`config.mk`:
```
export PLATFORM = sky130hd
export DESIGN_NAME = crc_unit
export DESIGN_NICKNAME = d
export VERILOG_FILES = /design/src/rtl/crc_pkg.sv /design/src/rtl/crc_in_mirror.sv /design/src/rtl/crc_lane.sv /design/src/rtl/crc_out_mirror.sv /design/src/rtl/crc_unit.sv
export SDC_FILE = /design/constraint.sdc
export NUM_CORES = 2
export LEC_CHECK = 0
export BUFFER_PORTS_ARGS = -buffer_cell sky130_fd_sc_hd__buf_2
export CAP_MARGIN = 20
export CELL_PAD_IN_SITES_DETAIL_PLACEMENT = 1
export CELL_PAD_IN_SITES_GLOBAL_PLACEMENT = 2
export CORE_ASPECT_RATIO = 0.9
export CORE_MARGIN = 2
export CORE_UTILIZATION = 42
export DETAILED_ROUTE_END_ITERATION = 6
export PLACE_DENSITY_LB_ADDON = 0.1
export SETUP_SLACK_MARGIN = 0.05
export SLEW_MARGIN = 0
export SYNTH_ARGS = -nofsm -noshare
export SYNTH_HDL_FRONTEND = slang
export SYNTH_HIERARCHICAL = 1
export SYNTH_SLANG_ARGS = --single-unit
```
`constraint.sdc`:
```
create_clock -name clk -period 31.5 [get_ports clk]
set_input_delay 9.45 -clock clk [delete_from_list [all_inputs] [get_ports clk]]
set_output_delay 9.45 -clock clk [all_outputs]
set_load 0.01 [all_outputs]
```
`src/rtl/crc_pkg.sv`:
```
package crc_pkg;
  localparam int WORD_W = 32;
  localparam int NUM_WIDTHS = 4;

  localparam logic [7:0] OFF_DATA = 8'h00;
  localparam logic [7:0] OFF_CTRL = 8'h08;
  localparam logic [7:0] OFF_SEED = 8'h10;
  localparam logic [7:0] OFF_POLY = 8'h14;

  localparam logic [WORD_W-1:0] SEED_RST = 32'hFFFF_FFFF;
  localparam logic [WORD_W-1:0] POLY_RST = 32'h04C1_1DB7;

  typedef enum logic [1:0] {PW_32 = 2'd0, PW_16 = 2'd1, PW_8 = 2'd2, PW_7 = 2'd3} poly_w_e;
  typedef enum logic [1:0] {MIR_NONE = 2'd0, MIR_BYTE = 2'd1, MIR_HALF = 2'd2, MIR_WORD = 2'd3} mir_e;

  typedef struct packed {
    logic    mir_out;
    mir_e    mir_in;
    poly_w_e pw;
  } ctrl_t;

  // Degree for a width code; the code doubles as the lane index.
  function automatic int degree_of(input int code);
    case (code)
      0:       return 32;
      1:       return 16;
      2:       return 8;
      default: return 7;
    endcase
  endfunction

  function automatic logic [WORD_W-1:0] mask_of(input poly_w_e pw);
    case (pw)
      PW_32:   return 32'hFFFF_FFFF;
      PW_16:   return 32'h0000_FFFF;
      PW_8:    return 32'h0000_00FF;
      default: return 32'h0000_007F;
    endcase
  endfunction

  function automatic logic [WORD_W-1:0] ctrl_view(input ctrl_t c, input logic flag);
    return {24'd0, c.mir_out, c.mir_in, c.pw, 2'b00, flag};
  endfunction
endpackage

```
`src/rtl/crc_in_mirror.sv`:
```
module crc_in_mirror
  import crc_pkg::*;
(
  input  logic [WORD_W-1:0] word_i,
  input  mir_e              mode_i,
  output logic [WORD_W-1:0] word_o
);
  logic [WORD_W-1:0] by_byte, by_half, by_word;

  for (genvar i = 0; i < WORD_W; i++) begin : g_bit
    assign by_byte[i] = word_i[(i & ~7)  + 7  - (i & 7)];
    assign by_half[i] = word_i[(i & ~15) + 15 - (i & 15)];
    assign by_word[i] = word_i[WORD_W - 1 - i];
  end

  always_comb begin
    case (mode_i)
      MIR_BYTE: word_o = by_byte;
      MIR_HALF: word_o = by_half;
      MIR_WORD: word_o = by_word;
      default:  word_o = word_i;
    endcase
  end
endmodule

```
`src/rtl/crc_lane.sv`:
```
module crc_lane
  import crc_pkg::*;
#(
  parameter int W = 32
) (
  input  logic [W-1:0]      crc_i,
  input  logic [WORD_W-1:0] word_i,
  input  logic [W-1:0]      poly_i,
  output logic [W-1:0]      crc_o
);
  logic [W-1:0] st;
  logic         fb;

  // Thirty-two shift steps, unrolled into one cycle of logic.
  always_comb begin
    st = crc_i;
    fb = 1'b0;
    for (int b = WORD_W - 1; b >= 0; b--) begin
      fb = st[W-1] ^ word_i[b];
      st = {st[W-2:0], 1'b0};
      if (fb) st = st ^ poly_i;
    end
    crc_o = st;
  end
endmodule

```
`src/rtl/crc_out_mirror.sv`:
```
module crc_out_mirror
  import crc_pkg::*;
(
  input  logic [WORD_W-1:0] crc_i,
  input  poly_w_e           pw_i,
  input  logic              en_i,
  output logic [WORD_W-1:0] crc_o
);
  logic [WORD_W-1:0] flip [NUM_WIDTHS];

  for (genvar g = 0; g < NUM_WIDTHS; g++) begin : g_w
    localparam int W = degree_of(g);
    for (genvar i = 0; i < WORD_W; i++) begin : g_bit
      if (i < W) begin : g_in
        assign flip[g][i] = crc_i[W-1-i];
      end else begin : g_out
        assign flip[g][i] = 1'b0;
      end
    end
  end

  assign crc_o = en_i ? flip[pw_i] : crc_i;
endmodule

```
`src/rtl/crc_unit.sv`:
```
module crc_unit
  import crc_pkg::*;
#(
  parameter int ADDR_W = 5
) (
  input  logic              clk,
  input  logic              rst_n,
  input  logic              wr_en,
  input  logic [ADDR_W-1:0] addr,
  input  logic [31:0]       wdata,
  output logic [31:0]       rdata
);
  localparam logic [ADDR_W-1:0] A_DATA = OFF_DATA[ADDR_W-1:0];
  localparam logic [ADDR_W-1:0] A_CTRL = OFF_CTRL[ADDR_W-1:0];
  localparam logic [ADDR_W-1:0] A_SEED = OFF_SEED[ADDR_W-1:0];
  localparam logic [ADDR_W-1:0] A_POLY = OFF_POLY[ADDR_W-1:0];

  ctrl_t             ctrl_q, ctrl_new;
  logic              rst_flag;
  logic [WORD_W-1:0] init_q, poly_q, crc_q;

  // Named events for the checker.
  logic data_wr, ctrl_wr, seed_load;
  logic [WORD_W-1:0] cur_mask, new_mask;

  assign data_wr   = wr_en && (addr == A_DATA);
  assign ctrl_wr   = wr_en && (addr == A_CTRL);
  assign seed_load = ctrl_wr && wdata[0];
  assign ctrl_new  = ctrl_t'(wdata[7:3]);
  assign cur_mask  = mask_of(ctrl_q.pw);
  assign new_mask  = mask_of(ctrl_new.pw);

  logic [WORD_W-1:0] din_m, crc_next, crc_rd;
  logic [WORD_W-1:0] lane_out [NUM_WIDTHS];

  crc_in_mirror u_in (
    .word_i (wdata),
    .mode_i (ctrl_q.mir_in),
    .word_o (din_m)
  );

  for (genvar g = 0; g < NUM_WIDTHS; g++) begin : g_lane
    localparam int W = degree_of(g);
    logic [W-1:0] nxt;
    crc_lane #(.W(W)) u_lane (
      .crc_i  (crc_q[W-1:0]),
      .word_i (din_m),
      .poly_i (poly_q[W-1:0]),
      .crc_o  (nxt)
    );
    assign lane_out[g] = WORD_W'(nxt);
  end

  assign crc_next = lane_out[ctrl_q.pw];

  crc_out_mirror u_out (
    .crc_i (crc_q),
    .pw_i  (ctrl_q.pw),
    .en_i  (ctrl_q.mir_out),
    .crc_o (crc_rd)
  );

  always_ff @(posedge clk or negedge rst_n) begin
    if (!rst_n) begin
      ctrl_q   <= '0;
      rst_flag <= 1'b0;
      init_q   <= SEED_RST;
      poly_q   <= POLY_RST;
      crc_q    <= SEED_RST;
    end else begin
      rst_flag <= seed_load;
      if (ctrl_wr) ctrl_q <= ctrl_new;
      if (wr_en && addr == A_SEED) init_q <= wdata;
      if (wr_en && addr == A_POLY) poly_q <= wdata;
      if (seed_load)    crc_q <= init_q & new_mask;
      else if (ctrl_wr) crc_q <= crc_q & new_mask;
      else if (data_wr) crc_q <= crc_next;
    end
  end

  always_comb begin
    case (addr)
      A_DATA:  rdata = crc_rd;
      A_CTRL:  rdata = ctrl_view(ctrl_q, rst_flag);
      A_SEED:  rdata = init_q;
      A_POLY:  rdata = poly_q;
      default: rdata = '0;
    endcase
  end
endmodule

```
After elaboration in Yosys (flattened, before gate mapping)
Index checks and enable logic that the tools add are counted.
- register bits after elaboration: 102
- latch bits: 0
- bits in writable memories: 0
- memory bits (read-only): 0
- output and inout bits: 32
- logic and storage cells: 424
- memories kept: 0
- add/sub/neg operators: 0
- multipliers: 0
- div/mod/pow operators: 0
- magnitude comparators: 1
- eq/ne operators: 8
- shift operators: 0
- mux-type cells: 141
- bitwise gates (word level): 259
- reduce and logical (&&, ||, !) cells: 8
- operator list (operator ; number):
    $mux 32 ; 40
    $xor 32x32->32 ; 32
    $mux 16 ; 32
    $xor 16x16->16 ; 32
    $mux 8 ; 32
    $xor 8x8->8 ; 32
    $mux 7 ; 32
    $xor 7x7->7 ; 32
    $pmux 32 s3 ; 2
    $bmux 32 s2 ; 2
    $pmux 32 s4 ; 1
    $xor 1x1->1 ; 128
    $and 32x32->32 ; 2
    $eq 5x5->1 const B ; 2
    $eq 2x2->1 const B ; 3
    $eq 5x4->1 const B ; 1
    $logic_and 1x1->1 ; 5
    $logic_not 5->1 ; 1
    $eq 2x1->1 const B ; 2
    $ge 3x3->1 const B ; 1
    $not 2->3 ; 1
    $reduce_bool 3->1 ; 1
    $logic_not 2->1 ; 1

Logic depth before layout (Yosys ltp)
- depth in word-level cells: 72
- gate-level depth with buffers: 64
- depth with buffers taken out: 47

Cells and area by module
The synthesis kept the hierarchy.
- by module, submodules not included (module ; instances ; cells an instance ; area each (sq um) ; seq. area each (sq um)):
    crc_lane at g_lane[0].u_lane ; 1 ; 3005 ; 18990.7 ; 0.0
    crc_lane at g_lane[1].u_lane ; 1 ; 1919 ; 12323.1 ; 0.0
    crc_lane at g_lane[2].u_lane ; 1 ; 1298 ; 8876.0 ; 0.0
    crc_lane at g_lane[3].u_lane ; 1 ; 1086 ; 7870.0 ; 0.0
    crc_unit ; 1 ; 415 ; 5098.6 ; 2650.0
    crc_in_mirror ; 1 ; 40 ; 828.3 ; 0.0
    crc_out_mirror ; 1 ; 78 ; 679.4 ; 0.0

Worst setup path before layout
Ideal clock, no wire load.
- kind: input to register
- from: input wdata[2]
- to: register crc_q[6]
- arrival time: 22.721 ns
- slack: 8.699 ns
- cell stages on the path: 50
- path buffers: 6
- cell sequence: mux4_2 -> xnor2_1 -> nor3_1 -> o41a_1 -> or3_4 -> o211ai_4 -> nor3_2 -> or4_1 -> buf_2 -> o2111a_1 -> or4_1 -> buf_4 -> nand4_1 -> o21ai_2 -> a211o_1 -> buf_6 -> a31o_1 -> a31o_2 -> (+14 left out) -> o41a_1 -> or2_1 -> buf_4 -> or4_1 -> and4_4 -> xnor2_4 -> nor4_2 -> o311ai_0 -> a211oi_2 -> nor4_1 -> a211oi_2 -> mux2_2 -> xor2_2 -> nor2_1 -> xnor2_1 -> xnor2_1 -> mux4_2 -> o221a_2
- word-level cells in the longest chain between the ends: 67
- RTL lines (element ; line ; RTL):
    start, declared ; crc_unit.sv:10 ; input logic [31:0] wdata,
    $pmux 32 s3 (*) ; crc_in_mirror.sv:17 ; case (mode_i)
    $xor 1x1->1 ; crc_lane.sv:19 ; fb = st[W-1] ^ word_i[b];
    $mux 8 ; crc_lane.sv:21 ; if (fb) st = st ^ poly_i;
    $xor 8x8->8 / $xor 1x1->1 (equally long branches) ; crc_lane.sv:21, crc_lane.sv:19 ;
    $mux 8 ; crc_lane.sv:21 ;
    $xor 8x8->8 / $xor 1x1->1 (equally long branches) ; crc_lane.sv:21, crc_lane.sv:19 ;
    $mux 8 ; crc_lane.sv:21 ;
    $xor 8x8->8 / $xor 1x1->1 (equally long branches) ; crc_lane.sv:21, crc_lane.sv:19 ;
    (+51 left out) ; -- ;
    $xor 8x8->8 / $xor 1x1->1 (equally long branches) ; crc_lane.sv:21, crc_lane.sv:19 ;
    $mux 8 (*) ; crc_lane.sv:21 ;
    named net g_lane[2].nxt[6] ; crc_unit.sv:44 ; logic [W-1:0] nxt;
    $bmux 32 s2 (*) ; crc_unit.sv:54 ; assign crc_next = lane_out[ctrl_q.pw];
    $mux 32 (not written as such) (*) (2 in a row) ; crc_unit.sv:54 ;
    $mux 32 (*) ; crc_unit.sv:77 ; else if (data_wr) crc_q <= crc_next;
    $mux 32 (*) ; crc_unit.sv:76 ; else if (ctrl_wr) crc_q <= crc_q & new_mask;
    $mux 32 (*) ; crc_unit.sv:75 ; if (seed_load) crc_q <= init_q & new_mask;
    end signal, assigned ; crc_unit.sv:75 ;
    end signal, assigned ; crc_unit.sv:76 ;
    end signal, assigned ; crc_unit.sv:77 ;
    end, declared ; crc_unit.sv:20 ; logic [WORD_W-1:0] init_q, poly_q, crc_q;
Mark *: on every way through the listed nets, which the timed path passes. The rest lies on a longest branch. The select of a mux whose other input is x is not followed.
A chain may end at the register's enable or synchronous reset.

Final worst setup path
- from: input wdata[2]
- to: register crc_q[12]
- word-level cells in the longest chain between the ends: 67
- RTL lines (element ; line ; RTL):
    $pmux 32 s3 (*) ; crc_in_mirror.sv:17 ;
    named net din_m[29] ; crc_unit.sv:33 ; logic [WORD_W-1:0] din_m, crc_next, crc_rd;
    $xor 1x1->1 (*) ; crc_lane.sv:19 ;
    $mux 16 (*) ; crc_lane.sv:21 ;
    $xor 1x1->1 / $xor 16x16->16 (equally long branches) ; crc_lane.sv:19, crc_lane.sv:21 ;
    $mux 16 (*) ; crc_lane.sv:21 ;
    $xor 16x16->16 / $xor 1x1->1 (equally long branches) ; crc_lane.sv:21, crc_lane.sv:19 ;
    $mux 16 (*) ; crc_lane.sv:21 ;
    (+52 left out) ; -- ;
    $xor 16x16->16 / $xor 1x1->1 (equally long branches) ; crc_lane.sv:21, crc_lane.sv:19 ;
    $mux 16 (*) ; crc_lane.sv:21 ;
    named net g_lane[1].nxt[12] ; crc_unit.sv:44 ;
    $bmux 32 s2 (*) ; crc_unit.sv:54 ;
    $mux 32 (not written as such) (*) (2 in a row) ; crc_unit.sv:54 ;
    $mux 32 (*) ; crc_unit.sv:77 ;
    $mux 32 (*) ; crc_unit.sv:76 ;
    $mux 32 (*) ; crc_unit.sv:75 ;
Marks and branches as above.

==> out/metrics.cfg <==
[logic_synthesis]
yosysSeqAreaShare = 0.0485
synth.net_count = 7881
syn_area_um2 = 54700
synthCells = 7841
synth-main-ff-cell = dfstp_2
avgSynthCellArea_um2 = 6.97
yosysUniqueCellTypes = 161
synthArstFlopShare = 1.00
synth_edf_count = 0
ys_ff_latch = 102
yosysWarnings = 6

[setup_path]
start_kind = primary input
cp_top_family = compound AO/OA/AOI/OAI gates
end_kind = flop
crit_required_ns = 31.81
crit_slowest_cell = xnor2_2
rr_startpoint = ctrl_q[3]$_DFFE_PN0P_
worstSetupStartpoint = wdata[2]
worstSetupPathType = primary input to flop
cp_common_cell = nand2_1
critPathMaxFanout = 29
slowest_delay_ns = 0.93
path_buf_inv = 3
cp.arrival_ns = 28.44

[cts]
cts_sinks = 102
root_buffer = clkbuf_16
insertion_delay_ns = 0.39
clockBufferDepth = 2
cts_buffers = 9
postCtsSetupBuffers = 0
postCtsHoldBufs = 0
tritoncts = built
cts_resized = 0
htreeDepth = 3
clkTransAtPathRegs_ns = 0.08

[sta]
layout_min_cycle_time_ns = 28.14
fmax_mhz = 35.5
finalHoldViolCount = 0
layout_worst_path_cycle_share = 0.893
slew_viol_final = 0
setup_viol = 0
hold_slack_ns = 0.514
fin_setup_tns_ns = 0
rsz0062_at_grt = false
skew_ns = 0.0216
worstMarginPinSlew_ns = 1.34
relSlewSlack = 0.105

[floorplan]
coreArea_um2 = 129000
rows = 125
initial_utilization = 0.423
die_w_um = 384
die_area_um2 = 133000
io_pins = 72
fp.dieH_um = 346

[global_routing]
grt_overflow_total = 0
grt_usage = 0.390
grt_pass1_wl_um = 402000
grt_start_max_net_pins = 121
antenna_found_initial = 14
first_global_vias = 59100

[place]
place.gp.congestion = 0.938
portBuffers = 71
post-dp-hpwl_um = 193000

[detailed_routing]
drcViolationCount = 7
avgRoutedWirePerCell_um = 29.7
via_per_inst = 6.81
wirelength_um = 270000
dr.pass1.iters = 7
vias = 62100
drt_iter0_drc = 7338
final_antenna_net_count = 0

[final_layout]
most-common-layout-cells = xnor2_1 (1301), nand2_1 (1289), nor2_1 (719)
fillers = 16600
drive_above_1_share = 0.113
num-nets-final = 7430
final_common_cell = xnor2_1
final_util = 0.433
synthToLayoutAreaGrowth_pct = 2.25

[run_status]
violations = design-rule violations
status = complete, but fails checks

[hold_path]
hold_path_class = flop to flop
hold_start = poly_q[21]$_DFFE_PN0P_

[job]
max-cap-violations = 0

-- cells in the mapped netlist, types with 66 or more instances --
master       n  area share
a32oi_1     99       0.016
mux2_2      98       0.020
nand3_1    152       0.014
a21oi_1    406       0.037
a211oi_1   195       0.027
clkbuf_1   455       0.031
mux2i_1     92       0.017
nand2_1   1289       0.089
dfstp_2     78       0.037
o211ai_1    99       0.014
inv_1       84      0.0058
o22ai_1     66      0.0076
xor2_1     151       0.024
xnor2_1   1307        0.21
a31oi_1     74      0.0085
buf_1       92      0.0063
nor2_1     726       0.050
nor3_1     183       0.017
buf_2      108      0.0099
o21ai_0    391       0.036
xnor3_1    104       0.043
-- final timing paths --
kind                                           to  slack, ns  cells after the start
max in group asynchronous  poly_q[14]$_DFFE_PN0P_      21.10                      2
hold / removal             poly_q[21]$_DFFE_PN0P_       0.51                      1
min in group asynchronous  poly_q[30]$_DFFE_PN0P_       9.12                      1
setup / recovery            crc_q[12]$_DFFE_PN1P_       3.36                     48
hold reg to reg            poly_q[21]$_DFFE_PN0P_       0.51                      1
setup reg to reg             crc_q[6]$_DFFE_PN1P_      11.51                     47
-- flip-flops by register name (all words and copies together) (netlist names) --
signal    cells
crc_q        32
ctrl_q        5
poly_q       32
init_q       32
rst_flag      1
-- metal layers --
metal / vias to the layer above / part of all wire / GRT usage
met1: 31000 / 0.44 / 0.558
li1: 27300 / - / -
met2: 3186 / 0.42 / 0.569
met3: 600 / 0.098 / 0.0682
met5: - / 0.00037 / 0
met4: 16 / 0.049 / 0.164
-- final cells by class --
type | instances | area [µm²] | area share
repair buffers | 279 | 1980 | 0.0354
clock buffers | 9 | 225 | 0.00403
clock inverters | 7 | 86.3 | 0.00154
diodes | 2 | 5.00 | 0.0000895
inverters | 99 | 373 | 0.00667
multi-input cells | 6899 | 48400 | 0.865
well taps | 1714 | 2140 | 0.0384
flip-flops and latches | 102 | 2710 | 0.0485
-- per-stage QoR --
step	instances	area [µm²]	worst slack, ns
2_1_floorplan	7841	54700	8.70
3_3_place_gp	9082	55500	3.33
3_5_place_dp	9086	55500	3.13
4_1_cts	9102	55800	3.45
5_1_grt	9110	55900	2.28
6_report	9111	55900	3.36
-- cells by family after synthesis --
| group | after synthesis | share of synthesized area |
|---|---|---|
| muxes | 238 | 0.0553 |
| DFF | 102 | 0.0485 |
| xor gates and xnor gates | 1615 | 0.295 |
| and+or+nand+nor | 2838 | 0.236 |
| AOI/OAI and AO/OA | 2208 | 0.296 |
| buffers and inverters | 840 | 0.0696 |
Power is not shown: default switching activity piles up to over one toggle a cycle in this logic, so the estimate is an artifact.
